## src/rtl/sdram_chk_pkg.sv

```systemverilog
package sdram_chk_pkg;

  typedef enum logic [2:0] {
    CMD_NOP  = 3'd0,
    CMD_ACT  = 3'd1,
    CMD_RD   = 3'd2,
    CMD_WR   = 3'd3,
    CMD_PRE  = 3'd4,
    CMD_PREA = 3'd5,
    CMD_REF  = 3'd6,
    CMD_MODE = 3'd7
  } cmd_e;

  localparam int V_STATE   = 0;
  localparam int V_RCD     = 1;
  localparam int V_RAS_MIN = 2;
  localparam int V_RAS_MAX = 3;
  localparam int V_RP      = 4;
  localparam int V_RC      = 5;
  localparam int V_RRD     = 6;
  localparam int V_WR      = 7;
  localparam int V_REF     = 8;
  localparam int V_MRD     = 9;
  localparam int NV        = 10;

  function automatic int imax(input int a, input int b);
    return (a > b) ? a : b;
  endfunction

endpackage

```

## src/rtl/sdram_bank_track.sv

```systemverilog
module sdram_bank_track
  import sdram_chk_pkg::*;
#(
  parameter int T_RC      = 13,
  parameter int T_RAS     = 9,
  parameter int T_RAS_MAX = 25000,
  parameter int T_RCD_RD  = 4,
  parameter int T_RCD_WR  = 2,
  parameter int T_RP      = 4,
  parameter int T_DAL     = 7,
  parameter int T_WR      = 3,
  parameter int BURST_CYC = 2,
  parameter int SW        = 16,
  parameter int DW        = 5
) (
  input  logic          clk,
  input  logic          rst_n,
  input  cmd_e          cmd_i,
  input  logic          hit_i,
  input  logic          ap_i,
  output logic          idle_o,
  output logic [NV-1:0] viol_o
);

  localparam int SAT    = T_RAS_MAX + 1;
  localparam int RD_AP  = BURST_CYC + T_RP;
  localparam int WR_REC = BURST_CYC + T_WR;

  logic          open_q, open_d;
  logic [SW-1:0] since_q, since_d;
  logic [DW-1:0] rc_q, rc_d;
  logic [DW-1:0] rp_q, rp_d;
  logic [DW-1:0] wr_q, wr_d;
  logic          close_req;

  always_comb begin
    open_d    = open_q;
    since_d   = (since_q == SW'(SAT)) ? since_q : since_q + 1'b1;
    rc_d      = (rc_q != '0) ? rc_q - 1'b1 : rc_q;
    rp_d      = (rp_q != '0) ? rp_q - 1'b1 : rp_q;
    wr_d      = (wr_q != '0) ? wr_q - 1'b1 : wr_q;
    viol_o    = '0;
    close_req = (cmd_i == CMD_PREA) || (cmd_i == CMD_PRE && hit_i);

    if (open_q && since_q > SW'(T_RAS_MAX)) viol_o[V_RAS_MAX] = 1'b1;

    unique case (cmd_i)
      CMD_ACT: if (hit_i) begin
        if (open_q)     viol_o[V_STATE] = 1'b1;
        if (rc_q != '0) viol_o[V_RC]    = 1'b1;
        if (rp_q != '0) viol_o[V_RP]    = 1'b1;
        open_d  = 1'b1;
        since_d = SW'(1);
        rc_d    = DW'(T_RC - 1);
      end
      CMD_RD: if (hit_i) begin
        if (!open_q) viol_o[V_STATE] = 1'b1;
        else if (since_q < SW'(T_RCD_RD)) viol_o[V_RCD] = 1'b1;
        if (open_q && ap_i) begin
          open_d = 1'b0;
          rp_d   = DW'(RD_AP - 1);
        end
      end
      CMD_WR: if (hit_i) begin
        if (!open_q) viol_o[V_STATE] = 1'b1;
        else if (since_q < SW'(T_RCD_WR)) viol_o[V_RCD] = 1'b1;
        if (open_q) begin
          wr_d = DW'(WR_REC - 1);
          if (ap_i) begin
            open_d = 1'b0;
            rp_d   = DW'(T_DAL - 1);
          end
        end
      end
      CMD_PRE, CMD_PREA: if (close_req && open_q) begin
        if (since_q < SW'(T_RAS)) viol_o[V_RAS_MIN] = 1'b1;
        if (wr_q != '0)           viol_o[V_WR]      = 1'b1;
        open_d = 1'b0;
        rp_d   = DW'(T_RP - 1);
      end
      default: ;
    endcase
  end

  always_ff @(posedge clk or negedge rst_n) begin
    if (!rst_n) begin
      open_q  <= 1'b0;
      since_q <= '0;
      rc_q    <= '0;
      rp_q    <= '0;
      wr_q    <= '0;
    end else begin
      open_q  <= open_d;
      since_q <= since_d;
      rc_q    <= rc_d;
      rp_q    <= rp_d;
      wr_q    <= wr_d;
    end
  end

  assign idle_o = !open_q && (rp_q == '0);

  a_r2_act_opens: assert property (@(posedge clk) disable iff (!rst_n)
    (cmd_i == CMD_ACT && hit_i) |=> open_q);
  a_r4_prea_closes: assert property (@(posedge clk) disable iff (!rst_n)
    (cmd_i == CMD_PREA) |=> !open_q);
  a_r5_age_bounded: assert property (@(posedge clk) disable iff (!rst_n)
    since_q <= SW'(SAT));
  a_r6_closed_after_pre: assert property (@(posedge clk) disable iff (!rst_n)
    (cmd_i == CMD_PRE && hit_i) |=> !open_q);

endmodule

```

## config.mk

```make
export PLATFORM = sky130hd
export DESIGN_NAME = sdram_bank_track
export DESIGN_NICKNAME = d
export VERILOG_FILES = /design/src/rtl/sdram_chk_pkg.sv /design/src/rtl/sdram_bank_track.sv
export SDC_FILE = /design/constraint.sdc
export NUM_CORES = 1
export LEC_CHECK = 0
export ABC_AREA = 1
export BUFFER_PORTS_ARGS = -buffer_cell sky130_fd_sc_hd__buf_4
export CAP_MARGIN = 25
export CORE_AREA = 3 3 49 95
export CTS_CLUSTER_DIAMETER = 150
export DETAILED_ROUTE_END_ITERATION = 7
export DIE_AREA = 0 0 52 98
export PLACE_DENSITY = 0.72
export SYNTH_ARGS = -nofsm -noshare
export SYNTH_HDL_FRONTEND = slang
export SYNTH_SLANG_ARGS = --single-unit
```

## constraint.sdc

```tcl
create_clock -name clk -period 1.55 [get_ports clk]
set_input_delay 0.2325 -clock clk [delete_from_list [all_inputs] [get_ports clk]]
set_output_delay 0.2325 -clock clk [all_outputs]
set_load 0.02 [all_outputs]
```

==> metrics.log, run 1 <==
INFO  metric worst_path_max_delay_cell = dfrtp_1
INFO  metric grt_remaining_overflow = 0
INFO  metric clock_power_share = 16.0%
INFO  metric clock_insertion_delay_worst_skew = 290 ps
INFO  metric post_synthesis_share_of_cell_area_spent_on_and_or_nand_and_nor_gates = 39.00%
INFO  metric place_congestion = 0.9050
INFO  metric switching_power = 1727 uW
INFO  metric drv_slew = 0
INFO  metric synth_seq_cells = 32
INFO  metric drt-initial-drc-count = 57
INFO  metric peak_clock_frequency_supported_by_timing = 566.4 MHz
INFO  metric timing.reg2reg.setup_slack = 30 ps
INFO  metric cts_max_level = 2
INFO  metric syn-mean-instance-area = 6.880 sq um
INFO  metric ys_dominant_reg_cell = dfrtp_1
INFO  metric drive_gt1_share = 36.91%
INFO  metric power.ir.vdd_worst = 1.286 mV
INFO  metric via_per_inst = 5.236
INFO  metric num_io_pins = 18
INFO  metric reg_clk_slew_reported_paths = 70 ps
INFO  metric power.share.switching = 40.85%
INFO  metric grt.total_usage = 25.39%
INFO  metric post_synth_main_area_contributors = dfrtp_1 36%, nand2_1 14%, nor2_1 7.9%
INFO  metric totalPowerFinal = 4227 uW
INFO  metric routed-via-count = 2,267
INFO  metric setup.worst_path.start_class = flip-flop
INFO  metric layout.cells.most_common_list = 72 x nand2_1, 50 x buf_4, 39 x nor2_1, 30 x dfrtp_1, 27 x inv_1
INFO  metric crit_top_cell = nor2_4
INFO  metric synth_compound_gate_area_share = 7.868%
INFO  metric powerDensity = 1432 nW/um^2
INFO  metric synth_enable_flop_cells = 0
INFO  metric most_common_library_cell_in_the_layout_ignoring_fill_and_taps = nand2_1
INFO  metric critical_path.cell_chain = inv_2 -> ha_4 -> inv_4 -> nor2_4 -> nand2_2 -> nor2_4 -> buf_6 -> nor2_4 -> buf_6
INFO  metric drc_errors = 0
INFO  metric syn-instance-count = 319
INFO  metric hold_path_class = in2reg
INFO  metric worst_hold_startpoint = hit_i
INFO  metric post-route-period-util = 113.9%
INFO  metric status = finished with violations
INFO  metric grt_start_max_net_pins = 33
INFO  metric cp_max_fo = 2
INFO  metric postRouteWirelength = 5911 um
INFO  metric synth.mux.area_fraction = 0%
INFO  metric final_util = 74.46%
INFO  metric n_fill_cell = 317
INFO  metric unrepaired_setup_endpoints_after_global_routing = true
INFO  metric path_delay_family = flip-flops
INFO  metric total_number_of_yosys_warnings = 0
INFO  metric arrival = 1530 ps
INFO  metric yosys.area_share.xor_xnor = 1.197%
INFO  metric design_area = 2952 sq um
INFO  metric firstDrtPassIters = 4
INFO  metric synth.cell_area = 2195 sq um
INFO  metric clock_skew = 10.21 ps
INFO  metric cts_tree = built
INFO  metric hold_viol_final = 0
INFO  metric antenna_left = 0
INFO  metric cts_root_buf = clkbuf_8
INFO  metric synth_top_family_by_area = simple AND/OR/NAND/NOR gates
INFO  metric rows = 32
INFO  metric synthAdderAreaFrac = 4.561%
INFO  metric max_cap_violations = 0
INFO  metric comb_power_share = 52.6%
INFO  metric dieHeight = 98 um
INFO  metric sequential_element_share_of_the_synthesized_area = 36.49%
INFO  metric reg2reg_from = rc_q[0]
INFO  metric critPathCaptureType = primary output
INFO  metric timing.critical_path.slowest_cell_delay = 400 ps
INFO  metric initial_antenna_violation_count = 0
INFO  metric avgRoutedWirePerCell = 13.65 um
INFO  metric cp-startpoint = rp_q[1]
INFO  metric cts_made_buffers = 5
INFO  metric start_util = 55.37%
INFO  metric finalSetupViolations = 8
INFO  metric areaGrowthSynthToFinish = 34.49%
INFO  metric failing_checks = setup timing
INFO  metric post-dp-hpwl = 4199 um
INFO  metric post-route-worst-setup-slack = -215.6 ps
INFO  metric finalCriticalPeriod = 1766 ps
INFO  metric worst_r2r_endpoint = rc_q[3]
INFO  metric num-nets-final = 396
INFO  metric wire_length_of_the_first_global_routing_pass = 9867 um
INFO  metric cts_buffer_depth = 2
INFO  metric crit_required = 1320 ps
INFO  metric intPower = 2500 uW
INFO  metric dieArea = 5096 sq um
INFO  metric worst_setup_path_endpoint = viol_o[4]
INFO  metric ff2ff_path_depth = 11
INFO  metric number_of_diodes = 0
INFO  metric p_leak = 0.001465 uW
INFO  metric worst-path-stages = 9
INFO  metric pwr-share-seq = 31.4%
INFO  metric clock_sinks = 32
INFO  metric timing.setup.critical_path_class = reg2out
INFO  metric first_global_vias = 2,365
INFO  metric port_buffers = 14
INFO  metric post_synth_cell_types = 30
INFO  metric fp.coreArea = 3964 sq um
INFO  metric yosys.area.top_type = dfrtp_1
INFO  metric synth_top_area_share = 36.49%
INFO  metric asyncSetResetFlopFracSynth = 100.0%
INFO  metric fp.dieW = 52 um
INFO  metric crit_buf_inv = 4
INFO  metric placed_cell_area = 2504 sq um
[synthesized netlist by cell type (3+ instances only)]
master   number
nand2_1      83
nor2_1       46
inv_1        41
dfrtp_1      32
nand3_1      20
a21oi_1      15
o21ai_0      15
inv_2         9
ha_1          8
nor2_2        8
nor3_1        7
nand4_1       5
buf_4         4
nand2_2       4
nand3_2       3
nor2_4        3
xor2_1        3
[metal layers]
metal / part of all wire (%) / GRT usage (%) / wire length (um)
met1: 35 / 23.87 / 2084
met4: 5.0 / 17.37 / 295
met5: 0 / 0 / 0
met3: 3.2 / 3.511 / 188
met2: 57 / 46.85 / 3343
[state kept, by name, summed over array words and instances (netlist names)]
name / flops
wr_q: 5
open_q: 1
rp_q: 5
rc_q: 5
since_q: 16
[layout make-up]
cell class                 instances  area, sq um  area share (%)
sequential                        32        803.3           27.21
multi-input combinational        233         1331           45.10
timing repair buffer              58        464.2           15.73
tap                               51        63.81           2.162
inverter                          51        198.9           6.740
clock buffer                       8        90.09           3.052
[through the flow]
stage / setup WS [ps] / std cells / setup TNS [ps] / hold WS [ps]
final: -215.6 / 433 / -1176 / 153.8
after global routing: -315.9 / 433 / -1906 / 175.7
after detailed placement: -21.01 / 403 / -21.01 / 203.7
after floorplan: 29.95 / 321 / 0 / -63.09
after global placement: 33.43 / 403 / 0 / 204.9
after CTS: -271.3 / 429 / -1270 / 151.3
[kinds of logic after synthesis]
family                   count (synthesis)
buffers and inverters                   56
flip-flops                              32
AND/OR/NAND/NOR                        186
AO/OA/AOI/OAI                           33
XOR/XNOR                                 3
adder cells (fa/ha/maj)                  8
other                                    1
[power by group through the flow]
stage	registers [uW]	clock network (uW)	logic (uW)
2_1_floorplan	1250	0	1060
3_3_place_gp	1270	0	1480
3_5_place_dp	1280	0	1520
4_1_cts	1290	691	1980
5_1_grt	1350	723	2490
6_report	1330	677	2220
[timing repair]
item,4_1_cts,5_1_grt
setup endpoints to repair,8,16
buffers inserted,17,8
pin swaps,20,16
hold buffers,1,0
cloned,0,0
endpoints found under the hold margin,32,0
gates resized for setup,39,30
[how the worst min path moves through the flow]
stage | end | slack [ps] | cells past startpoint
detailed placement | wr_q[0] | 200 | 1
global route | since_q[13] | 180 | 2
finish | since_q[13] | 150 | 2
CTS | since_q[13] | 150 | 2
global placement | wr_q[4] | 200 | 1
floorplan | open_q | -60 | 0
Power figures use the tool's default switching activity.
==> run 2: changes to the inputs <==
==> constraint.sdc (replaced) <==
create_clock -name clk -period 1.55 [get_ports clk]
set_input_delay 0 -clock clk [delete_from_list [all_inputs] [get_ports clk]]
set_output_delay 0 -clock clk [all_outputs]
set_load 0.02 [all_outputs]
==> run 2 against run 1 <==
The run still ends with setup timing left. Final cell count down 4.2%. Worst setup slack gained 200 ps. Combinational power decreased by 13%. First-iteration DRC count up 30%. Sequential cell count is the same. Core utilization shrank 4.6 points. Final area is 6.1% lower. Critical path type unchanged. Largest cell class unchanged. Largest power group unchanged. Highest routed layer unchanged.
==> metrics.log, run 2 (synthesis results as in run 1) <==
INFO  metric cp_max_fo = 3
INFO  metric peak_clock_frequency_supported_by_timing = 640.7 MHz
INFO  metric crit_required = 1550 ps
INFO  metric drv_slew = 0
INFO  metric dieHeight = 98 um
INFO  metric routed.top_layer = met4
INFO  metric arrival = 1560 ps
INFO  metric max_cap_violations = 0
INFO  metric num-nets-final = 378
INFO  metric powerDensity = 1430 nW/um^2
INFO  metric drive_gt1_share = 31.04%
INFO  metric areaGrowthSynthToFinish = 26.23%
INFO  metric worst_hold_startpoint = ap_i
INFO  metric fp.coreArea = 3964 sq um
INFO  metric port_buffers = 14
INFO  metric power.ir.vdd_worst = 1.051 mV
INFO  metric failing_checks = setup timing
INFO  metric wire_length_of_the_first_global_routing_pass = 9011 um
INFO  metric first_global_vias = 2,085
INFO  metric placedCellCount = 384
INFO  metric reg2reg_from = since_q[1]
INFO  metric hold_viol_final = 0
INFO  metric clock_skew = 5.368 ps
INFO  metric drt-initial-drc-count = 74
INFO  metric rows = 32
INFO  metric most_common_library_cell_in_the_layout_ignoring_fill_and_taps = nand2_1
INFO  metric cp-startpoint = since_q[11]
INFO  metric setup.worst_path.start_class = flip-flop
INFO  metric avgRoutedWirePerCell = 13.20 um
INFO  metric worst_path_max_delay_cell = dfrtp_1
INFO  metric drc_errors = 0
INFO  metric routed-via-count = 2,177
INFO  metric final_util = 69.89%
INFO  metric clock_insertion_delay_worst_skew = 280 ps
INFO  metric start_util = 55.37%
INFO  metric reg_clk_slew_reported_paths = 70 ps
INFO  metric post-dp-hpwl = 3825 um
INFO  metric timing.critical_path.slowest_cell_delay = 410 ps
INFO  metric initial_antenna_violation_count = 0
INFO  metric firstDrtPassIters = 5
INFO  metric number_of_diodes = 0
INFO  metric finalCriticalPeriod = 1561 ps
INFO  metric cts_root_buf = clkbuf_8
INFO  metric critical_path.cell_chain = nor2_2 -> nand3_2 -> nand3b_1 -> nor3b_2 -> buf_4
INFO  metric critPathCaptureType = primary output
INFO  metric timing.setup.critical_path_class = reg2out
INFO  metric place_congestion = 0.8531
INFO  metric path_delay_family = simple AND/OR/NAND/NOR gates
INFO  metric drt-met1-wl = 2028 um
INFO  metric post-route-period-util = 100.7%
INFO  metric fp.dieW = 52 um
INFO  metric grt.total_usage = 23.12%
INFO  metric unrepaired_setup_endpoints_after_global_routing = true
INFO  metric grt_remaining_overflow = 0
INFO  metric p_leak = 0.001365 uW
INFO  metric cts_made_buffers = 5
INFO  metric hold_path_class = in2reg
INFO  metric postRouteWirelength = 5477 um
INFO  metric routed-wl-met2 = 3190 um
INFO  metric cts_buffer_depth = 2
INFO  metric finalSetupViolations = 1
INFO  metric layout.cells.non_filler = 415
INFO  metric antenna_left = 0
INFO  metric clock_sinks = 32
INFO  metric post-route-worst-setup-slack = -10.78 ps
INFO  metric cts_max_level = 2
INFO  metric met3RoutedLength = 122 um
INFO  metric num_io_pins = 18
INFO  metric fin_tns_setup = -10.78 ps
INFO  metric max_flop_register = since_q
INFO  metric dieArea = 5096 sq um
INFO  metric layout.cells.most_common_list = 80 x nand2_1, 37 x nor2_1, 34 x buf_4, 29 x dfrtp_1, 27 x inv_1
INFO  metric cts_tree = built
INFO  metric via_per_inst = 5.246
INFO  metric number_of_flip_flops_in_the_largest_register = 16
INFO  metric grt_start_max_net_pins = 33
INFO  metric crit_buf_inv = 1
INFO  metric status = finished with violations
## run 2: worst reg2reg max path, stage by stage, from the launching register on
cell	delay, ps
dfrtp_1	410
inv_2	90
buf_4	110
buf_4	110
ha_1	160
nand2_1	60
nor2b_1	140
nand2_1	110
nand2_1	80
nand3_1	70
## run 2: what timing repair did
action	in CTS	in global routing
endpoints found under the hold margin	34	0
setup endpoints to repair	5	13
resized for setup	17	37
hold buffers	2	0
buffers inserted	12	9
pin swaps	9	18
## run 2: area by class of cell
| type | instances | area (sq um) |
|---|---|---|
| clock buffer | 8 | 90.09 |
| sequential | 32 | 804.5 |
| tap | 51 | 63.81 |
| timing repair buffer | 40 | 320.3 |
| multi-input combinational | 233 | 1292 |
| fill | 325 | 1194 |
| inverter | 51 | 198.9 |
## run 2: report_power, final
group	leakage, uW	internal (uW)	switching (uW)
Combinational	0.000913	894	1040
Clock	0.0000455	362	306
Sequential	0.000407	1090	265
Total	0.00137	2350	1610
## run 2: final timing paths
path,to,depth (start not counted),slack (ps)
max,viol_o[2],5,-10
min,rp_q[1],5,90
max reg2reg,since_q[0],9,100
min reg2reg,rc_q[4],2,520
max in group asynchronous,open_q,2,1030
min in group asynchronous,rc_q[0],2,190
## run 2: through the flow
step	hold slack (ps)	total power, uW	worst slack (ps)	cell area, sq um
finish	93.77	3960	-10.78	2770
global route	92.56	4288	-101.5	2770
CTS	83.30	3611	-27.87	2594
detailed placement	-33.30	2617	90.13	2352
global placement	-32.13	2566	114.9	2352
floorplan	-295.6	2295	193.2	2202
## run 2: layer usage
layer	global-route usage, %	up-vias
met2	42.77	39
met5	0	-
li1	-	1087
met3	4.122	11
met4	10.51	0
met1	23.62	1040
==> run 3: changes to the inputs <==
--- a/config.mk
+++ b/config.mk
@@ -12,6 +12,7 @@
 export CTS_CLUSTER_DIAMETER = 150
 export DETAILED_ROUTE_END_ITERATION = 7
 export DIE_AREA = 0 0 52 98
+export MAX_ROUTING_LAYER = met4
 export PLACE_DENSITY = 0.72
 export SYNTH_ARGS = -nofsm -noshare
 export SYNTH_HDL_FRONTEND = slang
==> run 3 against run 2 <==
The run still ends with setup timing left. Critical path depth did not move. Via count barely moved. Count of clock-buffer cells in the layout did not move. Largest cell class unchanged.
==> metrics.log, run 3 (synthesis results as in run 1) <==
INFO  metric hold_viol_final = 0
INFO  metric drc_errors = 0
INFO  metric firstDrtPassIters = 5
INFO  metric post-dp-hpwl = 3825 um
INFO  metric cts_buffer_depth = 2
INFO  metric fin_tns_setup = -11.48 ps
INFO  metric place_congestion = 0.8666
INFO  metric clock_insertion_delay_worst_skew = 280 ps
INFO  metric final_util = 69.89%
INFO  metric clock_sinks = 32
INFO  metric post-route-period-util = 100.7%
INFO  metric areaGrowthSynthToFinish = 26.23%
INFO  metric rows = 32
INFO  metric antenna_left = 0
INFO  metric drt-initial-drc-count = 73
INFO  metric pwr-share-seq = 34.3%
INFO  metric finalSetupViolations = 1
INFO  metric cp_max_fo = 3
INFO  metric layout.cells.most_common_list = 80 x nand2_1, 37 x nor2_1, 34 x buf_4, 29 x dfrtp_1, 27 x inv_1
INFO  metric wire_length_of_the_first_global_routing_pass = 9011 um
INFO  metric worst_r2r_endpoint = since_q[0]
INFO  metric timing.critical_path.slowest_cell_delay = 410 ps
INFO  metric pre_cts_slack = 90.13 ps
INFO  metric dieHeight = 98 um
INFO  metric num_io_pins = 18
INFO  metric worst_hold_startpoint = ap_i
INFO  metric cts_max_level = 2
INFO  metric cts_tree = built
INFO  metric max_cap_violations = 0
INFO  metric setup.worst_path.start_class = flip-flop
INFO  metric number_of_diodes = 0
INFO  metric critPathCaptureType = primary output
INFO  metric critical_path.cell_chain = nor2_2 -> nand3_2 -> nand3b_1 -> nor3b_2 -> buf_4
INFO  metric design_area = 2770 sq um
INFO  metric worst_path_max_delay_cell = dfrtp_1
INFO  metric multi_input_comb_area = 1292 sq um
INFO  metric hold_path_class = in2reg
INFO  metric dieArea = 5096 sq um
INFO  metric clock_skew = 5.368 ps
INFO  metric start_util = 55.37%
INFO  metric finalCriticalPeriod = 1561 ps
INFO  metric powerDensity = 1430 nW/um^2
INFO  metric arrival = 1560 ps
INFO  metric hold_path_depth = 5
INFO  metric totalPowerFinal = 3960 uW
INFO  metric clock_power_share = 16.9%
INFO  metric switching_power = 1612 uW
INFO  metric first_global_vias = 2,084
INFO  metric failing_checks = setup timing
INFO  metric crit_required = 1550 ps
INFO  metric reg_clk_slew_reported_paths = 70 ps
INFO  metric most_common_library_cell_in_the_layout_ignoring_fill_and_taps = nand2_1
INFO  metric initial_antenna_violation_count = 0
INFO  metric port_buffers = 14
INFO  metric number_of_flip_flops_in_the_largest_register = 16
INFO  metric fp.coreArea = 3964 sq um
INFO  metric ff2ff_path_depth = 9
INFO  metric worstHoldEndpoint = rp_q[1]
INFO  metric grt_remaining_overflow = 0
INFO  metric power.share.switching = 40.70%
INFO  metric routed-via-count = 2,178
INFO  metric p_leak = 0.001365 uW
INFO  metric drv_slew = 0
INFO  metric status = finished with violations
INFO  metric avgRoutedWirePerCell = 13.20 um
INFO  metric placed_cell_area = 2352 sq um
INFO  metric power.ir.vdd_worst = 1.051 mV
INFO  metric area_taken_by_flip_flops_and_latches = 804.5 sq um
INFO  metric reg2reg_from = since_q[1]
INFO  metric unrepaired_setup_endpoints_after_global_routing = true
INFO  metric intPower = 2348 uW
INFO  metric n_fill_cell = 325
INFO  metric comb_power_share = 48.9%
INFO  metric max_flop_register = since_q
INFO  metric postRouteWirelength = 5480 um
INFO  metric timing.setup.critical_path_class = reg2out
INFO  metric peak_clock_frequency_supported_by_timing = 640.4 MHz
INFO  metric post-route-worst-setup-slack = -11.48 ps
INFO  metric timing.reg2reg.setup_slack = 100 ps
INFO  metric cts_made_buffers = 5
INFO  metric fp.dieW = 52 um
INFO  metric grt_start_max_net_pins = 33
INFO  metric grt.total_usage = 23.77%
INFO  metric via_per_inst = 5.248
INFO  metric drive_gt1_share = 31.04%
INFO  metric cts_root_buf = clkbuf_8
INFO  metric num-nets-final = 378
-- run 3: cell counts in the layout (fill, tap and decap cells not counted) --
Identical to the previous run, type by type.
-- run 3: timing repair --
| action | 4_1_cts | 5_1_grt |
|---|---|---|
| endpoints found under the setup margin | 5 | 13 |
| resized for setup | 17 | 37 |
| buffers inserted | 12 | 9 |
| pin swaps | 9 | 18 |
| gates cloned | 0 | 0 |
| hold endpoints to repair | 34 | 0 |
| hold buffers | 2 | 0 |
-- run 3: worst max-delay path: cells and delay by family, from the launching register on --
family	cells	cell delay [ps]
buffers and inverters	1	160
AND/OR/NAND/NOR	4	710
flip-flops	1	410
-- run 3: per-stage QoR --
| stage | std cells | hold slack, ps |
|---|---|---|
| after floorplan | 321 | -295.6 |
| after global placement | 384 | -32.13 |
| after detailed placement | 384 | -33.30 |
| after CTS | 406 | 83.30 |
| after global routing | 415 | 92.55 |
| final | 415 | 94.25 |
-- run 3: cell type report --
type | instances | area share [%]
clock buffers | 8 | 3.252
inverters | 51 | 7.182
multi-input cells | 233 | 46.66
flip-flops and latches | 32 | 29.04
well taps | 51 | 2.304
repair buffers | 40 | 11.56
-- run 3: worst max-delay path by stage --
stage	startpoint	endpoint	slack (ps)	cells past startpoint
2_1_floorplan	rp_q[0]	idle_o	190	8
3_3_place_gp	since_q[0]	viol_o[3]	110	9
3_5_place_dp	rp_q[0]	rp_q[0]	90	10
4_1_cts	since_q[4]	viol_o[3]	-30	10
5_1_grt	since_q[4]	viol_o[3]	-100	10
6_report	since_q[11]	viol_o[2]	-10	5
-- run 3: power by group through the flow --
stage                     clock, uW  sequential [uW]  combinational, uW
after floorplan                   0             1250               1040
after global placement            0             1320               1250
after detailed placement          0             1320               1300
after CTS                       675             1310               1620
after global routing            713             1390               2180
final                           668             1360               1930
-- run 3: routing by layer --
layer / track usage, % / up-vias / wire (um)
li1: - / 1086 / -
met1: 23.62 / 1042 / 2030
met2: 42.77 / 39 / 3189
met3: 4.122 / 11 / 121
met4: 10.51 / 0 / 140
met5: - / - / 0
